$ cat config.mk
export PLATFORM = sky130hd
export DESIGN_NAME = freq_pulse_meter
export DESIGN_NICKNAME = d
export VERILOG_FILES = /design/src/rtl/fpm_pkg.sv /design/src/rtl/fpm_sync_edge.sv /design/src/rtl/fpm_ctrl.sv /design/src/rtl/fpm_datapath.sv /design/src/rtl/freq_pulse_meter.sv
export SDC_FILE = /design/constraint.sdc
export NUM_CORES = 1
export LEC_CHECK = 0
export BUFFER_PORTS_ARGS = -buffer_cell sky130_fd_sc_hd__buf_2
export CORE_UTILIZATION = 60
export CTS_CLUSTER_DIAMETER = 200
export CTS_CLUSTER_SIZE = 16
export DETAILED_ROUTE_END_ITERATION = 16
export PLACE_DENSITY = 0.87
export SLEW_MARGIN = 5
export SYNTH_ARGS = -nofsm -noshare
export SYNTH_HDL_FRONTEND = slang
export SYNTH_HIERARCHICAL = 1
export SYNTH_SLANG_ARGS = --single-unit
$ cat constraint.sdc
create_clock -name clk -period 3.66 [get_ports clk]
set_clock_uncertainty 0.1 [all_clocks]
set_input_delay 0.549 -clock clk [delete_from_list [all_inputs] [get_ports clk]]
set_output_delay 0.549 -clock clk [all_outputs]
set_load 0.01 [all_outputs]
$ cat src/rtl/fpm_pkg.sv
package fpm_pkg;

  // Control word field positions (behavioural: software writes these bits)
  localparam int EXP_W    = 5;
  localparam int EXP_LSB  = 0;
  localparam int MODE_BIT = 8;
  localparam int POL_BIT  = 9;
  localparam int GO_BIT   = 31;

  typedef enum logic [1:0] {
    ST_IDLE  = 2'd0,
    ST_ARM   = 2'd1,
    ST_COUNT = 2'd2
  } fsmState_t;

  // Strobes from control to datapath
  typedef struct packed {
    logic clrCounts;
    logic countEn;
    logic capture;
    logic clrResult;
  } ctrlStrobes_t;

endpackage

$ cat src/rtl/fpm_sync_edge.sv
module fpm_sync_edge #(
  parameter int STAGES = 2
) (
  input  logic clk,
  input  logic rstN,
  input  logic asyncIn,
  output logic riseOut,
  output logic fallOut
);
  localparam int CHAIN_W = STAGES + 1;

  logic [CHAIN_W-1:0] chain;

  always_ff @(posedge clk) begin
    if (!rstN) chain <= '0;
    else       chain <= {chain[CHAIN_W-2:0], asyncIn};
  end

  // chain[STAGES-1] is the synchronized level, chain[STAGES] its previous value
  assign riseOut =  chain[STAGES-1] & ~chain[STAGES];
  assign fallOut = ~chain[STAGES-1] &  chain[STAGES];

endmodule

$ cat src/rtl/fpm_ctrl.sv
module fpm_ctrl
  import fpm_pkg::*;
(
  input  logic             clk,
  input  logic             rstN,
  input  logic             wrEn,
  input  logic             wrGo,
  input  logic             wrMode,
  input  logic             wrPol,
  input  logic [EXP_W-1:0] wrExp,
  input  logic             refRise,
  input  logic             refFall,
  input  logic             refAtLimit,
  output ctrlStrobes_t     strb,
  output logic [EXP_W-1:0] expSel,
  output logic             busy
);
  fsmState_t stateQ, stateD;
  logic      modePulseQ;
  logic      polLowQ;
  logic      trigEdge;
  logic      endEdge;
  logic      measDone;

  always_ff @(posedge clk) begin
    if (!rstN) begin
      expSel     <= '0;
      modePulseQ <= 1'b0;
      polLowQ    <= 1'b0;
    end else if (wrEn) begin
      expSel     <= wrExp;
      modePulseQ <= wrMode;
      polLowQ    <= wrPol;
    end
  end

  always_comb begin
    trigEdge = modePulseQ ? (polLowQ ? refFall : refRise) : refRise;
    endEdge  = polLowQ ? refRise : refFall;
    measDone = modePulseQ ? endEdge : (refRise && refAtLimit);
  end

  always_comb begin
    stateD = stateQ;
    strb   = '0;
    if (wrEn) begin
      if (wrGo) begin
        stateD         = ST_ARM;
        strb.clrCounts = 1'b1;
      end else begin
        stateD         = ST_IDLE;
        strb.clrResult = 1'b1;
      end
    end else begin
      unique case (stateQ)
        ST_ARM: begin
          if (trigEdge) begin
            stateD         = ST_COUNT;
            strb.clrCounts = 1'b1;
          end
        end
        ST_COUNT: begin
          strb.countEn = 1'b1;
          if (measDone) begin
            strb.capture = 1'b1;
            stateD       = ST_IDLE;
          end
        end
        default: ;
      endcase
    end
  end

  always_ff @(posedge clk) begin
    if (!rstN) stateQ <= ST_IDLE;
    else       stateQ <= stateD;
  end

  assign busy = (stateQ != ST_IDLE);

  assert_start_busy_R2: assert property (@(posedge clk) disable iff (!rstN)
    (wrEn && wrGo) |=> busy);

  assert_abort_idle_R9: assert property (@(posedge clk) disable iff (!rstN)
    (wrEn && !wrGo) |=> !busy);

  assert_done_idle_R7: assert property (@(posedge clk) disable iff (!rstN)
    (stateQ == ST_COUNT && !wrEn && measDone) |=> !busy);

endmodule

$ cat src/rtl/fpm_datapath.sv
module fpm_datapath
  import fpm_pkg::*;
#(
  parameter int CNT_W = 32,
  parameter int REF_W = 32
) (
  input  logic             clk,
  input  logic             rstN,
  input  ctrlStrobes_t     strb,
  input  logic             tgtRise,
  input  logic             refRise,
  input  logic [EXP_W-1:0] expSel,
  input  logic             busy,
  output logic             refAtLimit,
  output logic [CNT_W-1:0] result
);
  localparam logic [CNT_W-1:0] CNT_MAX = {CNT_W{1'b1}};
  localparam logic [REF_W:0]   ONE_W   = (REF_W+1)'(1);

  logic [CNT_W-1:0] tgtCnt;
  logic [CNT_W-1:0] tgtNext;
  logic [REF_W-1:0] refCnt;
  logic [CNT_W-1:0] resultQ;

  always_comb begin
    if (tgtCnt == CNT_MAX) tgtNext = CNT_MAX;
    else                   tgtNext = tgtCnt + CNT_W'(tgtRise);
  end

  // Window closes when the count of rises since the opening edge reaches 2^N
  assign refAtLimit = (({1'b0, refCnt} + ONE_W) == (ONE_W << expSel));

  always_ff @(posedge clk) begin
    if (!rstN) begin
      tgtCnt <= '0;
      refCnt <= '0;
    end else if (strb.clrCounts) begin
      tgtCnt <= '0;
      refCnt <= '0;
    end else if (strb.countEn) begin
      tgtCnt <= tgtNext;
      if (refRise) refCnt <= refCnt + REF_W'(1);
    end
  end

  always_ff @(posedge clk) begin
    if (!rstN)              resultQ <= '0;
    else if (strb.clrResult) resultQ <= '0;
    else if (strb.capture)   resultQ <= tgtNext;
  end

  assign result = busy ? '0 : resultQ;

  assert_no_overflow_R10: assert property (@(posedge clk) disable iff (!rstN)
    (strb.countEn && !strb.clrCounts && tgtCnt == CNT_MAX) |=> (tgtCnt == CNT_MAX));

  assert_result_hold_R7: assert property (@(posedge clk) disable iff (!rstN)
    (!busy && !strb.capture && !strb.clrResult) |=> $stable(resultQ));

  assert_abort_clears_R9: assert property (@(posedge clk) disable iff (!rstN)
    strb.clrResult |=> (resultQ == '0));

endmodule

$ cat src/rtl/freq_pulse_meter.sv
module freq_pulse_meter
  import fpm_pkg::*;
#(
  parameter int CNT_W       = 32,
  parameter int REF_W       = 32,
  parameter int SYNC_STAGES = 2
) (
  input  logic             clk,
  input  logic             rstN,
  input  logic             refClkIn,
  input  logic             tgtClkIn,
  input  logic             ctrlWrEn,
  input  logic [31:0]      ctrlWrData,
  output logic             busy,
  output logic [CNT_W-1:0] result
);
  logic         refRise, refFall, tgtRise, tgtFallUnused;
  logic         refAtLimit;
  ctrlStrobes_t strb;
  logic [EXP_W-1:0] expSel;
  logic         reservedBitsUnused;

  assign reservedBitsUnused = ^{ctrlWrData[30:10], ctrlWrData[7:5]};

  fpm_sync_edge #(.STAGES(SYNC_STAGES)) refSync_i (
    .clk(clk), .rstN(rstN), .asyncIn(refClkIn),
    .riseOut(refRise), .fallOut(refFall));

  fpm_sync_edge #(.STAGES(SYNC_STAGES)) tgtSync_i (
    .clk(clk), .rstN(rstN), .asyncIn(tgtClkIn),
    .riseOut(tgtRise), .fallOut(tgtFallUnused));

  fpm_ctrl ctrl_i (
    .clk(clk), .rstN(rstN),
    .wrEn(ctrlWrEn),
    .wrGo(ctrlWrData[GO_BIT]),
    .wrMode(ctrlWrData[MODE_BIT]),
    .wrPol(ctrlWrData[POL_BIT]),
    .wrExp(ctrlWrData[EXP_LSB +: EXP_W]),
    .refRise(refRise), .refFall(refFall),
    .refAtLimit(refAtLimit),
    .strb(strb), .expSel(expSel), .busy(busy));

  fpm_datapath #(.CNT_W(CNT_W), .REF_W(REF_W)) dp_i (
    .clk(clk), .rstN(rstN), .strb(strb),
    .tgtRise(tgtRise), .refRise(refRise),
    .expSel(expSel), .busy(busy),
    .refAtLimit(refAtLimit), .result(result));

endmodule

Yosys cells after proc, flatten, opt, wreduce, memory -nomap -nowiden
Cells that the tools add are included.

Add/sub/neg operators: 3. Equal/unequal tests: 6. Shift-type cells: 1. Muxes and demuxes: 20. Bitwise logic cells: 7. Reductions and logical operators: 7.

Operators by type and width (number): $mux W32 (2); $add A32 B1 Y33 const B (1); $eq A33 B33 Y1 (1); $shl A1 B5 Y33 const A (1); $add A32 B1 Y32 (1); $add A32 B1 Y32 const B (1); $eq A32 B32 Y1 const B (1); $mux W1 (12); $mux W2 (5); $ne A3 B2 Y1 const B (2); $not A1 Y1 (4); $pmux W2 S2 (1); $reduce_or A2 Y1 (2); $and A1 B1 Y1 (3); $reduce_and A3 Y1 (1); $reduce_bool A3 Y1 (1); $eq A2 B1 Y1 const B (1); $eq A2 B2 Y1 const B (1); $reduce_and A2 Y1 (1); $reduce_bool A2 Y1 (1); $logic_and A1 B1 Y1 (1).

Flip-flop bits (word level): 111. Input port bits: 37. Output and inout port bits: 33. Word-level logic and storage cells: 53.

Longest topological paths before layout
Gate-level depths: netlist of run 1.

Depth in word-level cells: 8. Mapped depth: 17. Depth with buffers taken out: 13.

By module
Netlist of run 1, hierarchy kept.

Modules (own cells, without submodules): fpm_datapath (instances 1, cells each 799, area an instance 6139.6 µm², seq. area each 1921.8 µm²); fpm_ctrl (instances 1, cells each 44, area an instance 445.4 µm², seq. area each 180.2 µm²); fpm_sync_edge (instances 2, cells each 8, area an instance 91.3 µm², seq. area each 60.1 µm²).

Worst setup path after synthesis of run 1
OpenSTA, ideal clock, no wires.

Path type: reg-to-reg. Start point: reg dp_i.refCnt[16]. End point: reg dp_i.resultQ[10]. Library setup time: 0.086 ns. Data arrival time: 3.199 ns. Data required time: 3.474 ns. Path slack: 0.275 ns. Cell stages (with the launch flop): 15. Path buffers: 2. Period minus slack after synthesis: 3.385 ns. Path through: dfxtp_1 nand4_4 or3_4 o31a_1 or3b_1 o21ai_1 nand4_1 nor4_1 and3b_2 a21oi_1 nor2b_1 clkbuf_1 clkbuf_1 nor2_1 a211oi_1.

RTL lines: start, declared (RTL line fpm_datapath.sv:22) `logic [REF_W-1:0] refCnt;`; start signal, assigned (RTL line fpm_datapath.sv:42) `if (refRise) refCnt <= refCnt + REF_W'(1);`; end signal, assigned (RTL line fpm_datapath.sv:49) `else if (strb.capture) resultQ <= tgtNext;`; end, declared (RTL line fpm_datapath.sv:23) `logic [CNT_W-1:0] resultQ;`.

==> run_results.csv, run 1 <==
group,metric,value,unit
layout,final_cells,1054,
timing,whs,0.269,ns
clock_network,clkTransAtPathRegs,0.11,ns
global_route,grt_pass1_wl,28100,µm
floorplanning,start_util,62.1,%
clock_network,htreeDepth,3,
timing,hold_viol,0,
clock_network,cts_tree,"yes",
routing,drt_wl_total,17800,µm
timing,final.period_utilization,96.5,%
timing,slew_headroom,22.8,%
timing,setup_viol,0,
placement,hpwl,12100,µm
power_and_ir_drop,pwr-share-comb,6.5,%
power_and_ir_drop,p_total,2100,µW
global_route,grt_max_degree,44,
synth,syn-num-nets,898,
routing,viasPerCell,6.29,
clock_network,cts-root-buf,"clkbuf_8",
clock_network,cts.path.max_buffers,2,
layout,n_antenna_cell,0,
synth,yosys_warnings,6,
floorplanning,ios,70,
clock_network,clk_latency,0.38,ns
worst_setup_path,cp_max_fo,20,
synth,syn-instance-count,858,
placement,dp.cells,1032,
power_and_ir_drop,sw_frac_of_total,24.5,%
routing,num_vias,6628,
synth,synth.avg_cell_area,7.88,µm²
worst_setup_path,required,3.85,ns
routing,first_pass_iters,5,
worst_setup_path,critPathCaptureType,"register",
power_and_ir_drop,power_density,273,nW/µm²
timing,max_freq,283,MHz
outcome,outcome,"finished, final reports clean",
floorplanning,die_x,108,µm
floorplanning,dieArea,11700,µm²
placement,postPlaceCellArea,7350,µm²
synth,netlist_area,6760,µm²
power_and_ir_drop,netSwitchingPower,516,µW
routing,drt_iter0_markers,548,
worst_hold_path,hold_class,"primary input to register",
clock_network,clkSinkCount,111,
layout,final_area,7710,µm²
floorplanning,rows,38,
timing,drv_slew,0,
layout,nets,950,
global_route,grt_pass1_vias,6075,
run,maxCapViolCount,0,
timing,worstMarginPinSlew,1.16,ns
power_and_ir_drop,power.share.clock,35.3,%
global_route,track_usage,30.0,%
power_and_ir_drop,p_leak,0.00291,µW
routing,wl_per_cell,16.8,µm
clock_network,cts_buffers,9,
layout,layout-drive-gt1-share,18.7,%
floorplanning,core_region_area,10900,µm²
global_route,grt-ovfl-total,0,
placement,gp_congestion,0.911,
power_and_ir_drop,p_int,1590,µW
routing,drc_errors,0,
timing,finalSetupTns,0,ns
timing,period_minus_slack,3.53,ns
worst_setup_path,worst_setup_path_start_kind,"register",
placement,numPortBuffers,45,
power_and_ir_drop,seqPwrFrac,58.2,%
global_route,antenna_found_initial,0,
routing,final_antenna_net_count,0,
worst_setup_path,path_class,"register to register",
worst_setup_path,cp.arrival,3.73,ns
layout,syn_to_final_growth,14.0,%
floorplanning,fp.dieH,108,µm
power_and_ir_drop,peakVddDrop,297,µV
==> power groups by stage <==
stage / clock, µW / combinational (µW) / sequential (µW)
6_report: 743 / 137 / 1220
4_1_cts: 757 / 126 / 1220
3_3_place_gp: 0 / 122 / 1250
2_1_floorplan: 0 / 81.3 / 1250
5_1_grt: 814 / 146 / 1230
3_5_place_dp: 0 / 125 / 1250
==> through the flow <==
step	setup slack (ns)	util, %
final	0.127	70.8
after global routing	-0.0933	70.8
after CTS	0.0335	69.3
after detailed placement	-0.0569	67.5
after global placement	-0.0268	67.5
after floorplan	0.275	-
==> cell usage in the layout, fill, tap and decap left out, types with 11 or more instances in the layout <==
| master | instances |
|---|---|
| o21ai_0 | 42 |
| and4_1 | 11 |
| buf_2 | 45 |
| nand2_1 | 60 |
| dfxtp_1 | 108 |
| and3_1 | 17 |
| buf_4 | 59 |
| nand3_1 | 38 |
| a31oi_1 | 28 |
| or3_1 | 11 |
| a211oi_1 | 20 |
| xnor2_1 | 54 |
| a21oi_1 | 42 |
| nand4_1 | 20 |
| nor2b_1 | 45 |
| nor2_1 | 90 |
| inv_1 | 12 |
| xor2_1 | 32 |
| nor3_1 | 19 |
| a311oi_1 | 19 |
==> layout make-up <==
cell class | count | area (µm²)
Clock buffer | 10 | 128
Tap cell | 140 | 175
Inverter | 12 | 45.0
Sequential cell | 111 | 2230
Clock inverter | 5 | 65.1
Timing Repair Buffer | 108 | 753
Fill cell | 809 | 3180
Multi-Input combinational cell | 668 | 4320
==> final timing paths <==
check	from	to	slack (ns)	cells after the start
worst max register to register	dp_i/refCnt[0]$_SDFFE_PP0P_	dp_i/resultQ[7]$_SDFFE_PP0P_	0.13	17
worst min register to register	tgtSync_i/chain[0]$_SDFF_PN0_	tgtSync_i/chain[1]$_SDFF_PN0_	0.34	1
worst max-delay path	dp_i/refCnt[0]$_SDFFE_PP0P_	dp_i/resultQ[7]$_SDFFE_PP0P_	0.13	17
worst min-delay path	refClkIn	refSync_i/chain[0]$_SDFF_PN0_	0.27	2
==> per-layer routing <==
layer  routed length [µm]  global-route usage, %
met1                 7180                   35.8
met5                    0                      0
met4                  549                   13.5
met3                 1140                   6.33
met2                 8880                   51.6
==> critical path: stages, from the launching register on <==
cell and delay (ns):
dfxtp_1 0.33, ha_1 0.22, buf_4 0.15, and3_1 0.21
buf_4 0.17, o32ai_1 0.22, a31oi_1 0.09, nor4_1 0.39
o2111ai_2 0.17, nor4_2 0.25, buf_4 0.16, and3b_2 0.19
a21oi_1 0.06, nor2b_4 0.17, buf_4 0.15, buf_12 0.14
o21ai_0 0.12, a31oi_1 0.17
==> registers in the layout, indices dropped and copies added (netlist names) <==
| register | count |
|---|---|
| ctrl_i/stateQ | 2 |
| dp_i/tgtCnt | 32 |
| dp_i/resultQ | 32 |
| refSync_i/chain | 3 |
| ctrl_i/modePulseQ | 1 |
| tgtSync_i/chain | 3 |
| dp_i/refCnt | 32 |
| ctrl_i/polLowQ | 1 |
| ctrl_i/expSel | 5 |
==> timing repair <==
action | CTS | global route
cloned | 0 | 1
hold buffers | 0 | 0
pin swaps | 0 | 5
buffers inserted | 0 | 6
gates resized for setup | 1 | 25
setup endpoints to repair | 32 | 32
endpoints found under the hold margin | 0 | 0
No activity file was read; power rests on OpenSTA's default activity.
==> run 2, diff against run 1 <==
--- a/config.mk
+++ b/config.mk
@@ -6,6 +6,7 @@
 export NUM_CORES = 1
 export LEC_CHECK = 0
 export BUFFER_PORTS_ARGS = -buffer_cell sky130_fd_sc_hd__buf_2
+export CORE_MARGIN = 2
 export CORE_UTILIZATION = 60
 export CTS_CLUSTER_DIAMETER = 200
 export CTS_CLUSTER_SIZE = 16
==> run 2 against run 1 <==
Against the previous run:
- routed wire length grew 3.6%
- sequential share of layout area shrank 0.40 points
- utilization grew 1.2 points
- register-to-register slack is essentially flat
- die area grew 3.7%
- design area grew 2.1%
- sequential power is essentially flat
- critical path depth shrank 2
- worst hold slack gained 0.019 ns
- first-iteration DRC count grew 20%
- clock-buffer cell count shrank 1
- global-route usage grew 0.21 points
- largest power group unchanged
- highest routed layer unchanged
==> run_results.csv, run 2 (synthesized netlist as in run 1, its figures left out) <==
group,metric,value,unit
timing,slew_headroom,50.4,%
global_route,antenna_found_initial,0,
floorplanning,die_x,110,µm
routing,first_pass_iters,5,
worst_setup_path,required,3.85,ns
routing,met2_length,9150,µm
clock_network,cts_tree,"yes",
placement,postPlaceCellArea,7370,µm²
timing,final.period_utilization,96.2,%
clock_network,cts.path.max_buffers,2,
global_route,grt_pass1_wl,28900,µm
floorplanning,ios,70,
power_and_ir_drop,power.share.clock,43.6,%
layout,final_cell_mix,"dfxtp_1 (98), nor2_1 (91), buf_4 (62)",
clock_network,htreeDepth,3,
clock_network,clk_latency,0.37,ns
routing,met3_length,1190,µm
worst_setup_path,critPathCaptureType,"register",
timing,period_minus_slack,3.52,ns
clock_network,cts-root-buf,"clkbuf_16",
layout,n_antenna_cell,0,
floorplanning,rows,38,
routing,viasPerCell,6.33,
power_and_ir_drop,peakVddDrop,540,µV
worst_setup_path,cp.arrival,3.71,ns
timing,hold_viol,0,
layout,final_common_cell,"dfxtp_1",
routing,drt_iter0_markers,659,
layout,top_regs,"dp_i/refCnt x32, dp_i/resultQ x32, dp_i/tgtCnt x32",
floorplanning,fp.dieH,110,µm
clock_network,cts_buffers,9,
placement,numPortBuffers,45,
routing,drt_wl_total,18400,µm
global_route,grt_pass1_vias,6030,
global_route,grt_max_degree,44,
routing,num_vias,6700,
global_route,grt-ovfl-total,0,
power_and_ir_drop,p_leak,0.00299,µW
worst_setup_path,path_class,"register to register",
placement,hpwl,12300,µm
worst_setup_path,worst_setup_path_start_kind,"register",
routing,wl_per_cell,17.4,µm
power_and_ir_drop,seqPwrFrac,50.9,%
timing,drv_slew,0,
power_and_ir_drop,p_int,1810,µW
clock_network,clkSinkCount,111,
global_route,track_usage,30.2,%
timing,max_freq,284,MHz
worst_setup_path,cp_max_fo,18,
floorplanning,dieArea,12100,µm²
routing,top_layer,"met4",
layout,nets,954,
power_and_ir_drop,power_density,306,nW/µm²
routing,drc_errors,0,
routing,final_antenna_net_count,0,
timing,worstMarginPinSlew,0.738,ns
worst_hold_path,hold_class,"primary input to register",
outcome,outcome,"finished, final reports clean",
clock_network,cts-hold-fix-buffers,0,
timing,finalSetupTns,0,ns
floorplanning,start_util,61.8,%
power_and_ir_drop,netSwitchingPower,595,µW
floorplanning,core_region_area,10900,µm²
layout,final_area,7870,µm²
layout,layout-drive-gt1-share,20.2,%
routing,met1_length,7490,µm
placement,gp_congestion,0.998,
run,maxCapViolCount,0,
power_and_ir_drop,pwr-share-comb,5.5,%
power_and_ir_drop,sw_frac_of_total,24.7,%
timing,setup_viol,0,
clock_network,clkTransAtPathRegs,0.08,ns
layout,utilization,72.0,%
layout,syn_to_final_growth,16.4,%
==> run 2: area by class of cell <==
| type | instances | area (µm²) |
|---|---|---|
| repair buffers | 112 | 769 |
| well taps | 140 | 175 |
| multi-input cells | 668 | 4320 |
| flip-flops and latches | 111 | 2240 |
| inverters | 12 | 45.0 |
| clock buffers | 9 | 225 |
| clock inverters | 7 | 95.1 |
| fillers | 789 | 3060 |
==> run 2: worst max-delay path, stage by stage, from the launching register on <==
cell	delay, ns
dfxtp_1	0.53
and4_2	0.30
nand3_1	0.11
o31a_1	0.27
or3b_1	0.38
o21ai_1	0.16
nand4_1	0.12
nor4_2	0.31
buf_4	0.16
and3b_2	0.21
a21oi_2	0.06
nor2b_4	0.18
buf_4	0.15
buf_12	0.13
o21ai_0	0.11
a31oi_1	0.18
==> run 2: final timing paths <==
check / start / slack, ns / endpoint / depth (start not counted)
max: dp_i/refCnt[24]$_SDFFE_PP0P_ / 0.14 / dp_i/resultQ[25]$_SDFFE_PP0P_ / 15
min: refClkIn / 0.29 / refSync_i/chain[0]$_SDFF_PN0_ / 2
max reg2reg: dp_i/refCnt[24]$_SDFFE_PP0P_ / 0.14 / dp_i/resultQ[25]$_SDFFE_PP0P_ / 15
min reg2reg: refSync_i/chain[0]$_SDFF_PN0_ / 0.33 / refSync_i/chain[1]$_SDFF_PN0_ / 1
==> run 2: through the flow <==
stage	power (µW)	hold WS [ns]	cells	worst slack (ns)
2_1_floorplan	1330	0.306	858	0.275
3_3_place_gp	1370	0.314	1038	0.109
3_5_place_dp	1380	0.315	1038	0.0314
4_1_cts	2410	0.281	1054	0.0178
5_1_grt	2480	0.289	1059	-0.0265
6_report	2410	0.287	1059	0.139
==> run 2: per-layer routing <==
layer  vias to the layer above  global-route usage [%]
met4                         0                    12.1
met3                        48                    6.70
met5                         -                       0
li1                       3174                       -
met1                      3182                    36.9
met2                       296                    51.6
==> run 2: power by group through the flow <==
stage,combinational (µW),clock [µW],sequential [µW]
finish,132,1050,1230
global route,143,1110,1230
CTS,124,1060,1220
detailed placement,123,0,1250
global placement,120,0,1250
floorplan,81.3,0,1250
==> run 2: repair_timing <==
item,CTS,global route
gates cloned,0,1
setup buffers,0,4
pin swaps,0,6
endpoints found under the setup margin,3,32
gates resized for setup,1,39
